File: src/rtl/canTmoPkg.sv
package canTmoPkg;
  localparam int LINES  = 2;
  localparam int WORD_W = 32;

  // stored identifier word, MSB first
  typedef struct packed {
    logic        extId;
    logic        maskEn;
    logic        autoAns;
    logic [28:0] ident;
  } mbxIdT;

  // strobes from control to datapath
  typedef struct packed {
    logic [LINES-1:0] lineSet;
    logic [LINES-1:0] cpuClr;
    logic             idWrOk;
  } tmoStrobeT;
endpackage

File: src/rtl/mbxTmoCtrl.sv
module mbxTmoCtrl
  import canTmoPkg::*;
#(
  parameter int NUM_MBX = 32,
  localparam int IDX_W = $clog2(NUM_MBX)
) (
  input  logic               clk,
  input  logic               rstN,
  input  logic [NUM_MBX-1:0] toEvent,
  input  logic [NUM_MBX-1:0] xferDone,
  input  logic               tocWrEn,
  input  logic [NUM_MBX-1:0] tocWrData,
  input  logic               lvlWrEn,
  input  logic [NUM_MBX-1:0] lvlWrData,
  input  logic               flagClrEn,
  input  logic [LINES-1:0]   flagClrMask,
  input  logic               idWrEn,
  input  logic [IDX_W-1:0]   idWrIdx,
  input  logic [NUM_MBX-1:0] mbxEnable,
  output logic [NUM_MBX-1:0] toc,
  output logic [NUM_MBX-1:0] lvl,
  output logic [NUM_MBX-1:0] setTos,
  output logic [NUM_MBX-1:0] clrTos,
  output tmoStrobeT          strobe
);
  logic [NUM_MBX-1:0] liveEvent;

  always_ff @(posedge clk) begin
    if (!rstN) begin
      toc <= '0;
      lvl <= '0;
    end else begin
      if (tocWrEn) toc <= tocWrData;
      if (lvlWrEn) lvl <= lvlWrData;
    end
  end

  // events only count on enabled mailboxes; success outranks a time-out
  assign liveEvent = toEvent & toc;
  assign setTos    = liveEvent & ~xferDone;
  assign clrTos    = xferDone | (tocWrEn ? ~tocWrData : '0);

  for (genvar g = 0; g < LINES; g++) begin : g_line
    logic [NUM_MBX-1:0] lineMask;
    assign lineMask          = (g == 0) ? ~lvl : lvl;
    assign strobe.lineSet[g] = |(liveEvent & lineMask);
  end

  assign strobe.cpuClr = flagClrEn ? flagClrMask : '0;
  assign strobe.idWrOk = idWrEn & ~mbxEnable[idWrIdx];
endmodule

File: src/rtl/mbxTmoData.sv
module mbxTmoData
  import canTmoPkg::*;
#(
  parameter int NUM_MBX = 32,
  localparam int IDX_W = $clog2(NUM_MBX)
) (
  input  logic               clk,
  input  logic               rstN,
  input  logic [NUM_MBX-1:0] setTos,
  input  logic [NUM_MBX-1:0] clrTos,
  input  logic [NUM_MBX-1:0] lvl,
  input  tmoStrobeT          strobe,
  input  logic [LINES-1:0]   irqAck,
  input  logic               engTxBusy,
  input  logic               engRxBusy,
  input  logic [IDX_W-1:0]   idWrIdx,
  input  logic [WORD_W-1:0]  idWrData,
  input  logic [IDX_W-1:0]   idRdIdx,
  output logic [NUM_MBX-1:0] tos,
  output logic [LINES-1:0]   flag,
  output logic [LINES-1:0]   irqPulse,
  output logic [LINES-1:0]   irqPend,
  output logic               txActive,
  output logic               rxActive,
  output mbxIdT              idRd
);
  logic [NUM_MBX-1:0] tosNext;
  logic [LINES-1:0]   flagNext;
  logic [LINES-1:0]   riseNext;
  logic [WORD_W-1:0]  idMem [NUM_MBX];

  assign tosNext = (tos | setTos) & ~clrTos;

  for (genvar g = 0; g < LINES; g++) begin : g_flag
    logic [NUM_MBX-1:0] lineMask;
    assign lineMask    = (g == 0) ? ~lvl : lvl;
    // flag survives only while some status bit on its line survives
    assign flagNext[g] = strobe.lineSet[g]
                       | (flag[g] & ~strobe.cpuClr[g] & (|(tosNext & lineMask)));

    p_flag_rise_irq_r1: assert property (@(posedge clk) disable iff (!rstN)
      $rose(flag[g]) |-> irqPulse[g]);
    p_irq_single_r6: assert property (@(posedge clk) disable iff (!rstN)
      irqPulse[g] |=> !irqPulse[g]);
    p_pend_hold_r6: assert property (@(posedge clk) disable iff (!rstN)
      (irqPend[g] && !irqAck[g]) |=> irqPend[g]);
  end

  assign riseNext = flagNext & ~flag;

  always_ff @(posedge clk) begin
    if (!rstN) begin
      tos      <= '0;
      flag     <= '0;
      irqPulse <= '0;
      irqPend  <= '0;
      txActive <= 1'b0;
      rxActive <= 1'b0;
      for (int i = 0; i < NUM_MBX; i++) idMem[i] <= '0;
    end else begin
      tos      <= tosNext;
      flag     <= flagNext;
      irqPulse <= riseNext;
      irqPend  <= (irqPend & ~irqAck) | riseNext;
      txActive <= engTxBusy;
      rxActive <= engRxBusy;
      if (strobe.idWrOk) idMem[idWrIdx] <= idWrData;
    end
  end

  assign idRd = mbxIdT'(idMem[idRdIdx]);

  p_done_clears_r3: assert property (@(posedge clk) disable iff (!rstN)
    (clrTos != '0) |=> ((tos & $past(clrTos)) == '0));
endmodule

File: src/rtl/mbxTimeoutCtl.sv
module mbxTimeoutCtl
  import canTmoPkg::*;
#(
  parameter int NUM_MBX = 32,
  localparam int IDX_W = $clog2(NUM_MBX)
) (
  input  logic               clk,
  input  logic               rstN,
  input  logic [NUM_MBX-1:0] toEvent,
  input  logic [NUM_MBX-1:0] xferDone,
  input  logic               tocWrEn,
  input  logic [NUM_MBX-1:0] tocWrData,
  input  logic               lvlWrEn,
  input  logic [NUM_MBX-1:0] lvlWrData,
  input  logic               flagClrEn,
  input  logic [1:0]         flagClrMask,
  input  logic [1:0]         irqAck,
  input  logic               engTxBusy,
  input  logic               engRxBusy,
  input  logic [NUM_MBX-1:0] mbxEnable,
  input  logic               idWrEn,
  input  logic [IDX_W-1:0]   idWrIdx,
  input  logic [31:0]        idWrData,
  input  logic [IDX_W-1:0]   idRdIdx,
  output logic [NUM_MBX-1:0] tosStatus,
  output logic [1:0]         toFlag,
  output logic [1:0]         irqPulse,
  output logic [1:0]         irqPend,
  output logic               txActive,
  output logic               rxActive,
  output logic               rdExtId,
  output logic               rdMaskEn,
  output logic               rdAutoAns,
  output logic [28:0]        rdIdent
);
  logic [NUM_MBX-1:0] toc, lvl, setTos, clrTos;
  tmoStrobeT          strobe;
  mbxIdT              idRd;

  mbxTmoCtrl #(.NUM_MBX(NUM_MBX)) ctrl_i (
    .clk(clk), .rstN(rstN), .toEvent(toEvent), .xferDone(xferDone),
    .tocWrEn(tocWrEn), .tocWrData(tocWrData), .lvlWrEn(lvlWrEn),
    .lvlWrData(lvlWrData), .flagClrEn(flagClrEn), .flagClrMask(flagClrMask),
    .idWrEn(idWrEn), .idWrIdx(idWrIdx), .mbxEnable(mbxEnable),
    .toc(toc), .lvl(lvl), .setTos(setTos), .clrTos(clrTos), .strobe(strobe)
  );

  mbxTmoData #(.NUM_MBX(NUM_MBX)) data_i (
    .clk(clk), .rstN(rstN), .setTos(setTos), .clrTos(clrTos), .lvl(lvl),
    .strobe(strobe), .irqAck(irqAck), .engTxBusy(engTxBusy),
    .engRxBusy(engRxBusy), .idWrIdx(idWrIdx), .idWrData(idWrData),
    .idRdIdx(idRdIdx), .tos(tosStatus), .flag(toFlag), .irqPulse(irqPulse),
    .irqPend(irqPend), .txActive(txActive), .rxActive(rxActive), .idRd(idRd)
  );

  assign rdExtId   = idRd.extId;
  assign rdMaskEn  = idRd.maskEn;
  assign rdAutoAns = idRd.autoAns;
  assign rdIdent   = idRd.ident;

  p_tos_needs_toc_r2: assert property (@(posedge clk) disable iff (!rstN)
    (tosStatus & ~toc) == '0);
endmodule

File: config.mk
export PLATFORM = sky130hd
export DESIGN_NAME = mbxTimeoutCtl
export DESIGN_NICKNAME = d
export VERILOG_FILES = /design/src/rtl/canTmoPkg.sv /design/src/rtl/mbxTmoCtrl.sv /design/src/rtl/mbxTmoData.sv /design/src/rtl/mbxTimeoutCtl.sv
export SDC_FILE = /design/constraint.sdc
export NUM_CORES = 2
export LEC_CHECK = 0
export ABC_AREA = 1
export CAP_MARGIN = 20
export CORE_MARGIN = 10
export CORE_UTILIZATION = 65
export CTS_CLUSTER_SIZE = 10
export DETAILED_ROUTE_END_ITERATION = 10
export PLACE_DENSITY_LB_ADDON = 0.12
export SLEW_MARGIN = 10
export SYNTH_ARGS = -nofsm -noshare
export SYNTH_HDL_FRONTEND = slang
export SYNTH_SLANG_ARGS = --single-unit
export TNS_END_PERCENT = 20
File: constraint.sdc
create_clock -name clk -period 9.59 [get_ports clk]
set_input_delay 1.918 -clock clk [delete_from_list [all_inputs] [get_ports clk]]
set_output_delay 1.918 -clock clk [all_outputs]
set_load 0.02 [all_outputs]
Yosys cells after proc, flatten, opt, wreduce, memory -nomap -nowiden
Memory sizes are Yosys's and may differ from the RTL's.
Index checks and enable logic that the tools add are counted.
{ "classes": {"n_lt_le_gt_ge": 1, "muxes": 11, "bitwise": 28, "n_reduce_logical": 5} }
{ "op_table": {"columns": ["cell", "count"], "rows": [
  ["AND 32 bit", 7],
  ["OR reduction 32 bit", 5],
  ["NOT 32 bit", 4],
  ["two-way mux 32 bit", 2],
  ["bitwise OR 32 bit", 2],
  ["less-than comparator 5 x 6 -> 1 bit (second input constant)", 1],
  ["two-way mux 1 bit", 6],
  ["AND 1 bit", 5],
  ["binary-select mux 1 bit (select 5 bit)", 1],
  ["two-way mux 5 bit", 1],
  ["AND 2 bit", 2],
  ["NOT 2 bit", 2],
  ["NOT 1 bit", 3],
  ["two-way mux 2 bit", 1],
  ["bitwise OR 1 bit", 2],
  ["bitwise OR 2 bit", 1]
]} }
{ "totals": {"reg_bits": 104, "ram_bits": 1024, "inputBits": 214, "output_inout_bits": 72, "word_cells": 54, "memories": 1} }
{ "memory_table": {"columns": ["name", "words", "width", "rd", "rd_clocked_by_memory_dff", "wr", "line", "text"], "rows": [
  ["data_i.idMem", 32, 32, 1, 0, 32, "mbxTmoData.sv:30", "logic [WORD_W-1:0] idMem [NUM_MBX];"]
]} }

Depth between registers and ports, before layout
{ "depth": {"depth_word": 11, "depth_mapped": 13, "depth_no_buf": 12} }

Modules after synthesis
A second synthesis with hierarchy kept.
{ "unflattened": {"cells_unflattened": 5083, "area_unflattened_um2": 51685.8} }
{ "by_module_without_submodules": {"columns": ["module", "instances", "cells_each", "area_per_inst_um2", "seq_area_each_um2"], "rows": [
  ["mbxTmoData", 1, 4538, 48208.7, 31550.3],
  ["mbxTmoCtrl", 1, 545, 3477.1, 1281.2]
]} }

Least setup slack after synthesis
OpenSTA, ideal clock, no wires.
{ "synth_timing": {"path_kind": "input -> register", "start": "in idWrIdx[0]", "end": "mem data_i.idMem[27][0] (enable)", "setup_time_ps": 466, "arrival_time_ps": 5427, "required_time_ps": 9124, "setup_slack_ps": 3698, "path_stages": 11, "n_path_buf": 2, "cell_sequence": "buf_2 -> nand2_2 -> inv_2 -> nand2_1 -> nand2_1 -> o21ai_1 -> nand2_1 -> nor2_4 -> nand4_2 -> buf_2 -> o21ai_0"} }
{ "synth_lines": {"columns": ["element", "line", "text"], "rows": [
  ["start: declaration", "mbxTimeoutCtl.sv:22", "input logic [IDX_W-1:0] idWrIdx,"],
  ["end: declaration", "mbxTmoData.sv:30", null]
]} }

Worst setup path in the final report
{ "layout_timing": {"start": "in idRdIdx[0]", "end": "out rdIdent[23]"} }
{ "layout_via": {"elab_chain_cells": 1} }
{ "layout_lines": {"columns": ["element", "line", "text"], "rows": [
  ["start: declaration", "mbxTimeoutCtl.sv:24", "input logic [IDX_W-1:0] idRdIdx,"],
  ["memory read (32 x 32 bit)", null, null],
  ["end: declaration", "mbxTimeoutCtl.sv:34", "output logic [28:0] rdIdent"]
]} }
No other way between the ends.

==> metrics <==
status=finished clean; commonest non-fill, non-tap cell in the layout=nor2_1; initial cell density of the core=approximately two thirds; Net count, final=5342; via count=approximately 42000; post-route total power=approximately 11 mW; Num CTS Buffers=about 130; HP Class=flip-flop to flip-flop; Crit path top cell by count=nand2_1; gr ovfl total=0; most frequent cells in the layout=1268 x nor2_1, 1024 x edfxtp_1, 643 x o21ai_0; Initial DRT Pass Iterations=6; sum of negative setup slack=0 ns; vias in the first global route=40800; worst setup path endpoint=rdIdent[23]; I/O pin count=between 200 and 300; fin. max-slew vios=0; worst flop-to-flop path endpoint=data_i.irqPend[0]$_SDFF_PN0_; Max Freq=135 MHz; mean post-synth cell area=10.1 um^2; Slowest cell on crit path=inv_8; Largest stage delay, worst path=approximately 0.83 ns; Cell Rows=a little over 100; Remaining DRCs=0; core area=78700 um^2; CP Capture Type=primary output; Post-DRT Antenna Nets=0; Die W=between 300 and 400 um; cts hold-fix bufs=0; share of cells above drive strength 1=approximately 8.2%; flops & latches, synth=around 1100; reg2reg path depth=9; Clock Root Buffer=clkbuf_16; crit start category=input port; Hold Vio Cnt, Final=0; drt total wl=around 160000 um; Setup Fix Bufs, Post-CTS=0; worst setup margin=around 2.2 ns; IO Port Bufs=~290; part of the cycle the worst path needs=slightly below 80%; Relative slew margins=a little over a fifth; register area share after synthesis=a little under two thirds; worst-skew pair later-pin latency=roughly 0.73 ns; Vias per Instance=a little under 7; Final Wtd Congestion=0.867; gr usage total=a little over a third; global-route wire length before repair=between 200000 and 250000 um; Worst R2R Setup Slack=around 8.0 ns; area grow syn2layout=14.6%; H-tree levels=4; Finished Cell Area=58900 um^2; Iter 0 DRT Violations=around 7200; clk sinks=around 1100; Syn Inst Count=between 5000 and 6000; Power Density=~190 nW/um^2; CTS tree=done; initial antenna violation count=7; minimum clock period=between 7 and 8 ns; RSZ-0062 raised after global routing=false; placed instance area=around 55000 um^2; Net Count, Synth=between 5000 and 6000; clock slew at the register clock pins of the worst setup and hold paths=approximately 0.050 ns; chip height=301 um; Leak=a little over 20 nW; CP Buf/Inv Count=4; post_cts resized=0; # Max-Cap Violations=0; largest net degree at the start of global routing=229; final core utilization=between 70 and 80%; Clock Path Buffers=3; Synth warnings=0; critical path arrival=roughly 5.5 ns; Die ar.=90800 um^2; critical path depth in cells=10; Netlist cell types=29; CP required=about 7.7 ns; CP Launch Point=idRdIdx[0]; Peak VDD IR=roughly 0.16 mV; WL per Instance=26.2 um; CP cell instances=buf_8 > inv_8 > buf_12 > o21ai_0 > o221ai_1 > nand3_1 > nand2_1 > nand2_1 > nand2_1 > clkdlybuf4s50_1; synthesized cell area=~50000 um^2; critical setup path kind=input port to primary output; worst reg2reg startpoint=ctrl_i.lvl[7]$_SDFFE_PN0P_; endpoints failing setup=0; Least-Margin Pin Slew=approximately 1.2 ns; dpl hpwl=just under 90000 um; CP delay by family, top=buffers and inverters; critical path fanouts, max=approximately 180; worst slack, placed=roughly 2.4 ns; clock skew=0.0123 ns
cell usage after synthesis, drive strengths merged:
| cell type | number | area [um^2] |
|---|---|---|
| nor4 | 1 | 6.26 |
| clkinv | 7 | 26.3 |
| and2 | 9 | 56.3 |
| buf | 104 | 510 |
| edfxtp | 1024 | 30700 |
| inv | 213 | 800 |
| o21ai | 657 | 3290 |
| clkbuf | 388 | 1460 |
| dfxtp | 104 | 2080 |
| a21oi | 72 | 360 |
| and3 | 23 | 144 |
| a21boi | 1 | 7.51 |
| nand3b | 2 | 15.0 |
| o22ai | 84 | 526 |
| nor3 | 397 | 2400 |
| o221ai | 194 | 1700 |
| nor2 | 1272 | 4800 |
| nand4 | 64 | 544 |
| nand3 | 137 | 686 |
| nand2 | 336 | 1270 |
tightest hold or removal path, stage by stage (launching register included):
cell	delay (ns)
dfxtp_1	0.31
nand3b_1	0.07
nand2_1	0.05
final cells by class:
class | count | area (um^2)
Multi-Input combinational cell | 3249 | 16000
Inverter | 220 | 842
Sequential cell | 1128 | 32800
Clock buffer | 160 | 3450
Clock inverter | 17 | 246
Tap cell | 1050 | 1310
Timing Repair Buffer | 397 | 4240
Fill cell | 5235 | 19800
Antenna cell | 5 | 12.5
through the flow:
step	instances	hold slack, ns
3_5_place_dp	6030	0.465
2_1_floorplan	5089	0.471
3_3_place_gp	6015	0.458
5_1_grt	6226	0.512
4_1_cts	6207	0.481
6_report	6226	0.475
state kept, by name, summed over array words and instances, names as in the netlist:
name,flops
data_i.irqPend,2
data_i.tos,32
data_i.irqPulse,2
data_i.rxActive,1
ctrl_i.toc,32
data_i.txActive,1
data_i.idMem,1024
ctrl_i.lvl,32
data_i.flag,2
per-layer routing:
layer	track usage, %	part of all wire, %
met1	45.5	34
met2	55.4	47
met3	8.98	15
met4	16.0	4.4
met5	1.08	0.090
worst min-delay path by stage:
stage,from,to,cells past startpoint
CTS,data_i.irqPend[0]$_SDFF_PN0_,data_i.irqPend[0]$_SDFF_PN0_,2
detailed placement,data_i.irqPend[0]$_SDFF_PN0_,data_i.irqPend[0]$_SDFF_PN0_,2
global route,data_i.irqPend[0]$_SDFF_PN0_,data_i.irqPend[0]$_SDFF_PN0_,2
global placement,data_i.irqPend[1]$_SDFF_PN0_,data_i.irqPend[1]$_SDFF_PN0_,2
finish,data_i.irqPend[0]$_SDFF_PN0_,data_i.irqPend[0]$_SDFF_PN0_,2
floorplan,ctrl_i.lvl[22]$_SDFFE_PN0P_,ctrl_i.lvl[22]$_SDFFE_PN0P_,2
logic make-up (layout without fill, tap and decap cells):
logic type / after synthesis / after routing / share of synthesized area [%]
simple gates: 2241 / 2241 / 19.3
flops: 1128 / 1128 / 63.9
compound gates: 1008 / 1008 / 11.4
buf+inv: 712 / 794 / 5.43
other cells: 0 / 5 / 0
report_power, final:
part	switching [mW]	internal, mW
clock	1.95	2.54
sequential	0.0756	5.62
combinational	0.790	0.337
Power figures use the tool's default switching activity.
